File: src/rtl/irq_prio_pkg.sv
package irq_prio_pkg;

   // Command codes applied on cmd_op_i when cmd_valid_i is high.
   typedef enum logic [2:0] {
      OP_NOP       = 3'd0,
      OP_EOI_NS    = 3'd1,
      OP_EOI_SPEC  = 3'd2,
      OP_ROT_NS    = 3'd3,
      OP_ROT_SPEC  = 3'd4,
      OP_SET_LOW   = 3'd5,
      OP_AUTO_ON   = 3'd6,
      OP_AUTO_OFF  = 3'd7
   } prio_op_e;

endpackage

File: src/rtl/irq_rotate.sv
// Circular re-indexing: position p of the output holds input line (base+p).
module irq_rotate #(
   parameter int N  = 8,
   parameter int IW = 3
) (
   input  logic [N-1:0]  vec_i,
   input  logic [IW-1:0] base_i,
   output logic [N-1:0]  rot_o
);
   for (genvar gp = 0; gp < N; gp++) begin : g_pos
      logic [IW-1:0] src;
      assign src       = base_i + IW'(gp);
      assign rot_o[gp] = vec_i[src];
   end
endmodule

File: src/rtl/irq_first_set.sv
// Finds the lowest-numbered set bit, i.e. the first position in the order.
module irq_first_set #(
   parameter int N  = 8,
   parameter int IW = 3
) (
   input  logic [N-1:0]  vec_i,
   output logic          any_o,
   output logic [IW-1:0] pos_o
);
   always_comb begin
      any_o = 1'b0;
      pos_o = '0;
      for (int i = N - 1; i >= 0; i--) begin
         if (vec_i[i]) begin
            any_o = 1'b1;
            pos_o = IW'(i);
         end
      end
   end
endmodule

File: src/rtl/irq_isr_bank.sv
// In-service register: one clear and one set per cycle, set wins on overlap.
module irq_isr_bank #(
   parameter int N  = 8,
   parameter int IW = 3
) (
   input  logic          clk,
   input  logic          rst_n,
   input  logic          set_en_i,
   input  logic [IW-1:0] set_id_i,
   input  logic          clr_en_i,
   input  logic [IW-1:0] clr_id_i,
   output logic [N-1:0]  isr_o
);
   logic [N-1:0] set_mask;
   logic [N-1:0] clr_mask;

   for (genvar gb = 0; gb < N; gb++) begin : g_dec
      assign set_mask[gb] = set_en_i && (set_id_i == IW'(gb));
      assign clr_mask[gb] = clr_en_i && (clr_id_i == IW'(gb));
   end

   always_ff @(posedge clk or negedge rst_n) begin
      if (!rst_n) isr_o <= '0;
      else        isr_o <= (isr_o & ~clr_mask) | set_mask;
   end
endmodule

File: src/rtl/irq_prio_resolver.sv
module irq_prio_resolver
   import irq_prio_pkg::*;
#(
   parameter int NUM_IRQ     = 8,
   parameter int ID_W        = $clog2(NUM_IRQ),
   parameter int RESET_LOWEST = NUM_IRQ - 1
) (
   input  logic               clk,
   input  logic               rst_n,
   input  logic [NUM_IRQ-1:0] req_i,
   input  logic [NUM_IRQ-1:0] mask_i,
   input  logic               ack_i,
   input  logic               cmd_valid_i,
   input  logic [2:0]         cmd_op_i,
   input  logic [ID_W-1:0]    cmd_irq_i,
   output logic               grant_valid_o,
   output logic [ID_W-1:0]    grant_id_o,
   output logic [NUM_IRQ-1:0] isr_o
);
   localparam logic [ID_W-1:0] ONE        = ID_W'(1);
   localparam logic [ID_W-1:0] BASE_RESET = ID_W'(RESET_LOWEST + 1);

   // Elaboration-time parameter checks.
   if (NUM_IRQ < 2 || (NUM_IRQ & (NUM_IRQ - 1)) != 0) begin : g_bad_n
      $error("NUM_IRQ must be a power of two of at least 2");
   end
   if ((1 << ID_W) != NUM_IRQ) begin : g_bad_w
      $error("ID_W must equal log2(NUM_IRQ)");
   end
   if (RESET_LOWEST < 0 || RESET_LOWEST >= NUM_IRQ) begin : g_bad_low
      $error("RESET_LOWEST out of range");
   end

   logic [ID_W-1:0]    base_q, base_d;
   logic               auto_q, auto_d;
   logic [NUM_IRQ-1:0] pend;
   logic [NUM_IRQ-1:0] rot_pend, rot_isr;
   logic               any_req, any_isr;
   logic [ID_W-1:0]    pos_req, pos_isr;
   logic [ID_W-1:0]    top_isr_id;
   logic               clr_en;
   logic [ID_W-1:0]    clr_id;
   prio_op_e           op;

   assign pend = req_i & ~mask_i;

   irq_rotate #(.N(NUM_IRQ), .IW(ID_W)) i_rot_req (
      .vec_i (pend), .base_i (base_q), .rot_o (rot_pend));
   irq_rotate #(.N(NUM_IRQ), .IW(ID_W)) i_rot_isr (
      .vec_i (isr_o), .base_i (base_q), .rot_o (rot_isr));

   irq_first_set #(.N(NUM_IRQ), .IW(ID_W)) i_fs_req (
      .vec_i (rot_pend), .any_o (any_req), .pos_o (pos_req));
   irq_first_set #(.N(NUM_IRQ), .IW(ID_W)) i_fs_isr (
      .vec_i (rot_isr), .any_o (any_isr), .pos_o (pos_isr));

   // Grant only when the best request sits strictly ahead of all in-service bits.
   assign grant_valid_o = any_req && (!any_isr || (pos_req < pos_isr));
   assign grant_id_o    = base_q + pos_req;
   assign top_isr_id    = base_q + pos_isr;

   assign op = prio_op_e'(cmd_op_i);

   always_comb begin
      base_d = base_q;
      auto_d = auto_q;
      clr_en = 1'b0;
      clr_id = cmd_irq_i;
      if (cmd_valid_i) begin
         unique case (op)
            OP_NOP: ;
            OP_EOI_NS: begin
               clr_en = any_isr;
               clr_id = top_isr_id;
               if (auto_q && any_isr) base_d = top_isr_id + ONE;
            end
            OP_EOI_SPEC: clr_en = 1'b1;
            OP_ROT_NS: begin
               clr_en = any_isr;
               clr_id = top_isr_id;
               if (any_isr) base_d = top_isr_id + ONE;
            end
            OP_ROT_SPEC: begin
               clr_en = 1'b1;
               base_d = cmd_irq_i + ONE;
            end
            OP_SET_LOW:  base_d = cmd_irq_i + ONE;
            OP_AUTO_ON:  auto_d = 1'b1;
            OP_AUTO_OFF: auto_d = 1'b0;
            default: ;
         endcase
      end
   end

   always_ff @(posedge clk or negedge rst_n) begin
      if (!rst_n) begin
         base_q <= BASE_RESET;
         auto_q <= 1'b0;
      end else begin
         base_q <= base_d;
         auto_q <= auto_d;
      end
   end

   irq_isr_bank #(.N(NUM_IRQ), .IW(ID_W)) i_isr (
      .clk      (clk),
      .rst_n    (rst_n),
      .set_en_i (ack_i && grant_valid_o),
      .set_id_i (grant_id_o),
      .clr_en_i (clr_en),
      .clr_id_i (clr_id),
      .isr_o    (isr_o)
   );
endmodule

File: config.mk
export PLATFORM = sky130hd
export DESIGN_NAME = irq_prio_resolver
export DESIGN_NICKNAME = d
export VERILOG_FILES = /design/src/rtl/irq_prio_pkg.sv /design/src/rtl/irq_rotate.sv /design/src/rtl/irq_first_set.sv /design/src/rtl/irq_isr_bank.sv /design/src/rtl/irq_prio_resolver.sv
export SDC_FILE = /design/constraint.sdc
export NUM_CORES = 1
export LEC_CHECK = 0
export ABC_AREA = 0
export ABC_CLOCK_PERIOD_IN_PS = 11330
export BUFFER_PORTS_ARGS = -buffer_cell sky130_fd_sc_hd__buf_2
export CAP_MARGIN = 15
export CORE_MARGIN = 4
export CORE_UTILIZATION = 50
export DETAILED_ROUTE_END_ITERATION = 6
export PLACE_DENSITY = 0.81
export SLEW_MARGIN = 20
export SYNTH_ARGS = -nofsm -noshare
export SYNTH_HDL_FRONTEND = slang
export SYNTH_SLANG_ARGS = --single-unit
export TNS_END_PERCENT = 1
File: constraint.sdc
create_clock -name clk -period 11.33 [get_ports clk]
set_clock_uncertainty 0.05 [all_clocks]
set_input_delay 1.133 -clock clk [delete_from_list [all_inputs] [get_ports clk]]
set_output_delay 1.133 -clock clk [all_outputs]
set_load 0.05 [all_outputs]
==> run summary, run 1 <==
### CTS
• **Clock Latency Late Sink** 240 ps
• **buffers from clock root to sink, at most** 2
• **post-CTS setup buffer count** 0
• **H-tree Lvls** 1
• **total clock buffers created by CTS** 3
• **post-CTS sizing** 0
• **clock transition at the register clock pins on the worst setup and hold paths after CTS** 50 ps
• **TritonCTS clock tree** done
• **CTS root buffer** sky130_fd_sc_hd__clkbuf_8
• **# clock sinks** 12
• **cts-stage hold buffer count** 0

### Worst setup path
• **CP Buf/Inv Count** 2
• **crit path max-delay cell type** sky130_fd_sc_hd__ha_1
• **category of the worst setup path launch point** flop
• **biggest fanout along the worst timing path** 13
• **crit-path cells** inv_1 > ha_1 > mux4_2 > or4b_4 > nor2b_4 > ha_1 > a21oi_1 > o21ai_0 > o31ai_2 > buf_2
• **critical path's top delay family** adder cells
• **Max stage delay on crit path** 690 ps
• **capturing element type of the critical path** output pin
• **Crit path top cell by count** sky130_fd_sc_hd__ha_1
• **RR Endpoint** base_q[1]
• **Required @ worst endpoint** 10150 ps
• **startpoint of the most critical register-to-register path** base_q[1]
• **Setup CP Type** flop to output pin
• **Arrival @ worst endpoint** 4420 ps
• **Reg2Reg Depth** 13
• **setup slack of the most critical reg-to-reg path** 6950 ps

### Final layout
• **most common library cell in the layout ignoring fill and taps** sky130_fd_sc_hd__buf_2
• **share of layout cells above drive strength 1** 30.5%
• **Final nets** 273
• **top library cells by usage in the layout, fill and taps aside** sky130_fd_sc_hd__buf_2, sky130_fd_sc_hd__mux2i_1, sky130_fd_sc_hd__nand2_1, sky130_fd_sc_hd__o21ai_0, sky130_fd_sc_hd__dfrtp_1
• **Core Util, Final** 58.0%
• **Synth-to-Final Area Change** 11.3%
• **n_diodes** 0
• **number of cells in the finished layout apart from fillers** 286

### Timing
• **count of endpoints failing setup in the final report** 0
• **number of hold violations in the final report** 0
• **transition at the pin with the smallest max-transition slack** 674 ps
• **share of the clock period used by the worst path after layout** 49.5%
• **RSZ-0062 raised after global routing** no
• **time the worst path needs with I/O delays and setup** 5600 ps
• **Total Negative Setup Slacks** 0 ps
• **final count of pins violating max slew** 0
• **Worst slew margin** 55.1%
• **maximum clock rate** 178 MHz

### Detailed routing
• **DRT antenna net count** 0
• **residual DRC count** 0
• **final WL** 4.90 mm
• **drt wl/cell** 17.1 um
• **Vias/cell** 6.36
• **Initial DRC Count** 58
• **via count** 1820
• **router iterations before antenna repair** 4

### Synthesis
• **sequential share of the synthesized area** 14.3%
• **Netlist cell types** 64
• **Post-synth EDFFs** 0
• **Main synth FF type** sky130_fd_sc_hd__dfrtp_1
• **Cells after Synth** 202
• **post-synthesis cell area** 2100 um^2
• **Avg Synthesized Cell Area** 10.4 um^2
• **fraction of registers with async set or reset after synthesis** 100%
• **total nets after synthesis** 237
• **synthesis warning total** 0
• **post-synthesis sequential element count** 12

### Floorplanning
• **area of the die** 5300 um^2
• **initial core utilization** 52.1%
• **height of the die** 72.8 um
• **core region area** 4030 um^2
• **number of top-level pins** 38
• **placement row count** 23
• **die extent in x** 72.8 um

### Worst hold path
• **sink of the worst hold path** auto_q
• **cell count of the worst hold path** 2
• **path type of the worst min-delay path** flop to flop
• **start point of the worst min-delay path** auto_q

### GRT
• **largest net degree at the start of global routing** 18
• **All-Layer GR Usage** 19.8%
• **via count of the first global-routing pass** 1786
• **initial antenna violation count** 0
• **total overflow reported by the global router** 0
• **first-pass GRT wire length** 8.22 mm

### Placement
• **Port Buffer Count** 37
• **instance count after placement with tap cells included** 283
• **HPWL after detailed placement** 4.07 mm
• **gpl congestion** 0.822

### Status
• **run status** finished clean

### Run
• **number of max-cap violations** 0

## metal layers
metal / part of all wire (%) / global-route usage [%] / routed length (um) / up-vias
met5: 0 / 0 / 0 / -
met3: 4.5 / 1.52 / 222 / 4
li1: - / - / - / 879
met1: 43 / 25.6 / 2100 / 890
met4: 1.0 / 6.35 / 51 / 0
met2: 51 / 34.9 / 2520 / 47
## flip-flops by register name, summed over array words and instances (netlist names)
register / flops
base_q: 3
i_isr.isr_o: 8
auto_q: 1
## final cells by class
type | instances | area, um^2
Sequential cell | 12 | 300
Timing Repair Buffer | 38 | 193
Inverter | 10 | 40.0
Tap cell | 50 | 62.6
Clock buffer | 3 | 41.3
Multi-Input combinational cell | 173 | 1700
Fill cell | 356 | 1690
## stage by stage
stage	area, um^2	hold WS (ps)	setup WS (ps)
floorplan	2100	400	5940
global placement	2300	425	5990
detailed placement	2300	446	5950
CTS	2340	458	5690
global route	2340	487	5450
finish	2340	450	5730
## worst min-delay path, cell delays in order, from the launching register on
cell                      delay, ps
sky130_fd_sc_hd__dfrtp_1        350
sky130_fd_sc_hd__nand2_1         50
sky130_fd_sc_hd__o21ai_0         70
## cell families after synthesis
group	synth area share (%)
and+or+nand+nor	16.8
AOI/OAI and AO/OA	17.7
muxes	36.6
buffers and inverters	4.70
DFF	14.3
adders and majority gates	6.07
xor gates and xnor gates	3.75
## worst max path at each step
| stage | startpoint | to | cells past startpoint |
|---|---|---|---|
| 6_report | base_q[1] | grant_valid_o | 10 |
| 5_1_grt | base_q[0] | grant_valid_o | 11 |
| 3_5_place_dp | req_i[3] | grant_valid_o | 11 |
| 3_3_place_gp | req_i[3] | grant_valid_o | 11 |
| 2_1_floorplan | req_i[3] | grant_valid_o | 9 |
| 4_1_cts | base_q[1] | grant_valid_o | 10 |
## cell usage after synthesis, types with 4 or more instances
library cell | n | area (um^2)
sky130_fd_sc_hd__mux2i_1 | 14 | 140
sky130_fd_sc_hd__dfrtp_1 | 12 | 300
sky130_fd_sc_hd__mux4_2 | 9 | 203
sky130_fd_sc_hd__nand3b_1 | 4 | 30.0
sky130_fd_sc_hd__mux2_2 | 8 | 90.1
sky130_fd_sc_hd__inv_1 | 9 | 33.8
sky130_fd_sc_hd__a21oi_1 | 4 | 20.0
sky130_fd_sc_hd__o21ai_0 | 13 | 65.1
sky130_fd_sc_hd__nor2b_1 | 10 | 62.6
sky130_fd_sc_hd__nor2_1 | 6 | 22.5
sky130_fd_sc_hd__mux4_1 | 11 | 289
sky130_fd_sc_hd__o2bb2ai_1 | 5 | 43.8
sky130_fd_sc_hd__nand2_1 | 14 | 52.6
sky130_fd_sc_hd__o21ai_1 | 6 | 30.0
sky130_fd_sc_hd__ha_1 | 7 | 87.6
Power of run 1 is left out: the tool's default activity adds up to more than one toggle a clock period on the data nets, which glitch-free logic cannot reach.
==> run 2: changes to the inputs <==
Settings changed: ABC_CLOCK_PERIOD_IN_PS 11330 to 4500, PLACE_DENSITY 0.81 to 0.84.
Clock period 11.33 ns to 4.5 ns, I/O delays scaled along.
==> run summary, run 2 (synthesis gave the netlist of run 1 again) <==
### Floorplanning
• **initial core utilization** 52.1%
• **height of the die** 72.8 um
• **placement row count** 23
• **die extent in x** 72.8 um
• **area of the die** 5300 um^2
• **number of top-level pins** 38
• **core region area** 4030 um^2

### Placement
• **Port Buffer Count** 37
• **instance count after placement with tap cells included** 289
• **HPWL after detailed placement** 4.17 mm
• **gpl congestion** 0.841

### Timing
• **Total Negative Setup Slacks** 0 ps
• **share of the clock period used by the worst path after layout** 95.5%
• **time the worst path needs with I/O delays and setup** 4300 ps
• **Worst slew margin** 68.5%
• **maximum clock rate** 233 MHz
• **final count of pins violating max slew** 0
• **count of endpoints failing setup in the final report** 0
• **number of hold violations in the final report** 0
• **transition at the pin with the smallest max-transition slack** 472 ps

### GRT
• **largest net degree at the start of global routing** 16
• **All-Layer GR Usage** 21.2%
• **total overflow reported by the global router** 0
• **first-pass GRT wire length** 9.05 mm
• **via count of the first global-routing pass** 1872
• **initial antenna violation count** 0

### Final layout
• **share of layout cells above drive strength 1** 33.6%
• **max FFs per register** 8
• **multi-input gate area in the final layout** 1720 um^2
• **Final nets** 280
• **number of cells in the finished layout apart from fillers** 294
• **largest registers ranked by flip-flop count** i_isr.isr_o: 8 flops, base_q: 3 flops, auto_q: 1 flops
• **storage element area** 300 um^2
• **# fillers** 345
• **top library cells by usage in the layout, fill and taps aside** sky130_fd_sc_hd__buf_2, sky130_fd_sc_hd__mux2i_1, sky130_fd_sc_hd__nand2_1, sky130_fd_sc_hd__o21ai_0, sky130_fd_sc_hd__dfrtp_1
• **most common library cell in the layout ignoring fill and taps** sky130_fd_sc_hd__buf_2
• **most flop-heavy register** i_isr.isr_o
• **n_diodes** 0
• **Synth-to-Final Area Change** 15.3%

### Worst setup path
• **critical path's top delay family** simple AND/OR/NAND/NOR gates
• **biggest fanout along the worst timing path** 7
• **Required @ worst endpoint** 4000 ps
• **capturing element type of the critical path** output pin
• **CP Buf/Inv Count** 2
• **startpoint of the most critical register-to-register path** base_q[0]
• **Crit path top cell by count** sky130_fd_sc_hd__ha_1
• **RR Endpoint** base_q[1]
• **crit-path cells** inv_4 > ha_1 > xnor2_2 > mux4_1 > mux2i_1 > or4b_4 > nor2b_4 > ha_1 > a21oi_1 > o21ai_0 > o31ai_2 > clkbuf_4
• **Reg2Reg Depth** 15
• **Max stage delay on crit path** 510 ps
• **crit path max-delay cell type** sky130_fd_sc_hd__or4b_4
• **Arrival @ worst endpoint** 3800 ps
• **critical path startpoint** base_q[0]
• **Setup CP Type** flop to output pin
• **setup slack of the most critical reg-to-reg path** 520 ps
• **category of the worst setup path launch point** flop

### CTS
• **cts-stage hold buffer count** 0
• **# clock sinks** 12
• **total clock buffers created by CTS** 3
• **clock transition at the register clock pins on the worst setup and hold paths after CTS** 60 ps
• **TritonCTS clock tree** done
• **CTS root buffer** sky130_fd_sc_hd__clkbuf_8
• **Clock Latency Late Sink** 250 ps
• **H-tree Lvls** 1
• **buffers from clock root to sink, at most** 2

### Run
• **number of max-cap violations** 0

### Detailed routing
• **residual DRC count** 0
• **via count** 1906
• **final WL** 5.31 mm
• **DRT antenna net count** 0
• **router iterations before antenna repair** 4
• **drt wl/cell** 18.1 um
• **Initial DRC Count** 98
• **Vias/cell** 6.48

### Worst hold path
• **path type of the worst min-delay path** input port to asynchronous set/reset pin

### Status
• **run status** finished clean

## run 2: changes by cell type in the layout (fill, tap and decap cells not counted), sizes merged
cell	before	now
buf	38	44
clkbuf	3	5
## run 2: how the worst max path moves through the flow
stage                    end  slack (ps)  depth (start not counted)
6_report       grant_valid_o         200                         12
5_1_grt        grant_valid_o         -20                         12
4_1_cts        grant_valid_o          40                         12
3_5_place_dp   grant_valid_o         350                         12
3_3_place_gp   grant_valid_o         460                         12
2_1_floorplan  grant_valid_o         130                         12
## run 2: what timing repair did
item | 4_1_cts | 5_1_grt
buffers inserted | 0 | 1
endpoints found under the setup margin | 0 | 2
gates resized for setup | 0 | 3
## run 2: layer usage
layer  track usage [%]  wire, um
met1              28.9      2270
met2              37.0      2720
met5                 0         0
met4              4.71        59
met3              1.38       261
## run 2: metrics by stage
| step | setup slack [ps] | hold WS, ps | instance area (um^2) | util [%] |
|---|---|---|---|---|
| 2_1_floorplan | 128 | 104 | 2100 | - |
| 3_3_place_gp | 461 | 299 | 2340 | 58.1 |
| 3_5_place_dp | 354 | 294 | 2340 | 58.1 |
| 4_1_cts | 45.0 | 34.8 | 2400 | 59.5 |
| 5_1_grt | -16.1 | 45.3 | 2420 | 60.1 |
| 6_report | 203 | 25.4 | 2420 | 60.1 |
## run 2: layout make-up
cell class	instances	share of cell area (%)
Inverter	10	1.65
Clock buffer	4	2.27
Sequential cell	12	12.4
Tap cell	50	2.58
Multi-Input combinational cell	173	70.9
Timing Repair Buffer	45	10.2
Power of run 2 is left out for the same reason.
==> run 3: changes to the inputs <==
Settings changed: MAX_ROUTING_LAYER set to met4.
==> run summary, run 3 (synthesis gave the netlist of run 1 again) <==
### Final layout
• **top library cells by usage in the layout, fill and taps aside** sky130_fd_sc_hd__buf_2, sky130_fd_sc_hd__mux2i_1, sky130_fd_sc_hd__nand2_1, sky130_fd_sc_hd__o21ai_0, sky130_fd_sc_hd__dfrtp_1
• **most flop-heavy register** i_isr.isr_o
• **n_diodes** 0
• **Synth-to-Final Area Change** 15.3%
• **most common library cell in the layout ignoring fill and taps** sky130_fd_sc_hd__buf_2
• **# fillers** 347
• **largest registers ranked by flip-flop count** i_isr.isr_o: 8 flops, base_q: 3 flops, auto_q: 1 flops
• **Core Util, Final** 60.1%
• **Final nets** 280
• **post-route cell area** 2420 um^2
• **max FFs per register** 8
• **share of layout cells above drive strength 1** 33.6%

### Worst setup path
• **critical path's top delay family** simple AND/OR/NAND/NOR gates
• **Arrival @ worst endpoint** 3800 ps
• **capturing element type of the critical path** output pin
• **Setup CP Type** flop to output pin
• **CP Buf/Inv Count** 2
• **Reg2Reg Depth** 15
• **category of the worst setup path launch point** flop
• **crit path max-delay cell type** sky130_fd_sc_hd__or4b_4
• **startpoint of the most critical register-to-register path** base_q[0]
• **setup slack of the most critical reg-to-reg path** 520 ps
• **Max stage delay on crit path** 520 ps
• **Crit path top cell by count** sky130_fd_sc_hd__ha_1
• **Required @ worst endpoint** 4000 ps
• **biggest fanout along the worst timing path** 7
• **crit-path cells** inv_4 > ha_1 > xnor2_2 > mux4_1 > mux2i_1 > or4b_4 > nor2b_4 > ha_1 > a21oi_1 > o21ai_0 > o31ai_2 > clkbuf_4
• **number of cells on the critical path** 12
• **critical path startpoint** base_q[0]

### Worst hold path
• **path type of the worst min-delay path** input port to asynchronous set/reset pin

### Placement
• **HPWL after detailed placement** 4.17 mm
• **gpl congestion** 0.854
• **cell area after placement** 2340 um^2
• **Port Buffer Count** 37

### CTS
• **# clock sinks** 12
• **Clock Latency Late Sink** 240 ps
• **total clock buffers created by CTS** 3
• **TritonCTS clock tree** done
• **clock transition at the register clock pins on the worst setup and hold paths after CTS** 60 ps
• **H-tree Lvls** 1
• **buffers from clock root to sink, at most** 2
• **CTS root buffer** sky130_fd_sc_hd__clkbuf_8

### Timing
• **Total Negative Setup Slacks** 0 ps
• **maximum clock rate** 233 MHz
• **count of endpoints failing setup in the final report** 0
• **final count of pins violating max slew** 0
• **transition at the pin with the smallest max-transition slack** 469 ps
• **Worst slew margin** 68.7%
• **RSZ-0062 raised after global routing** no
• **time the worst path needs with I/O delays and setup** 4300 ps
• **share of the clock period used by the worst path after layout** 95.6%
• **number of hold violations in the final report** 0

### GRT
• **All-Layer GR Usage** 21.7%
• **initial antenna violation count** 0
• **met3 usage** 1.38%
• **total overflow reported by the global router** 0
• **first-pass GRT wire length** 9.00 mm
• **largest net degree at the start of global routing** 16
• **met2 track demand over resource in global routing** 37.2%
• **Global Route met1 Usage** 28.5%
• **via count of the first global-routing pass** 1881
• **most heavily used metal layer in global routing** met2

### Detailed routing
• **drt wl/cell** 17.9 um
• **final WL** 5.27 mm
• **via count** 1895
• **residual DRC count** 0
• **router iterations before antenna repair** 4
• **DRT antenna net count** 0
• **Vias/cell** 6.45
• **Initial DRC Count** 128

### Floorplanning
• **placement row count** 23
• **core region area** 4030 um^2
• **area of the die** 5300 um^2
• **number of top-level pins** 38
• **initial core utilization** 52.1%
• **height of the die** 72.8 um
• **die extent in x** 72.8 um

### Run
• **number of max-cap violations** 0

### Status
• **run status** finished clean

run 3: cell type report:
cell class	count	area [um^2]	area share [%]
well taps	50	62.6	2.58
inverters	10	40.0	1.65
clock buffers	4	55.1	2.27
repair buffers	45	248	10.2
multi-input cells	173	1720	70.9
flip-flops and latches	12	300	12.4
run 3: metrics by stage:
step	cells	hold slack, ps	setup WS, ps
after floorplan	202	104	128
after global placement	289	299	461
after detailed placement	289	294	354
after CTS	293	34.8	45.0
after global routing	294	41.9	9.74
final	294	28.1	199
run 3: final timing paths:
path	end
worst max-delay path	grant_valid_o
worst min-delay path	i_isr.isr_o[0]
worst max register to register	base_q[1]
worst min register to register	auto_q
max in group asynchronous	base_q[2]
min in group clk	auto_q
run 3: per-layer routing:
| metal | share of wire, % | up-vias |
|---|---|---|
| li1 | - | 893 |
| met4 | 1.2 | 0 |
| met1 | 42 | 945 |
| met5 | 0 | - |
| met2 | 52 | 49 |
| met3 | 4.8 | 8 |
run 3: what timing repair did:
item	in CTS	in global routing
gates resized for setup	0	3
endpoints found under the setup margin	0	2
buffers inserted	0	1
hold buffers	0	0
Power of run 3 is left out for the same reason.
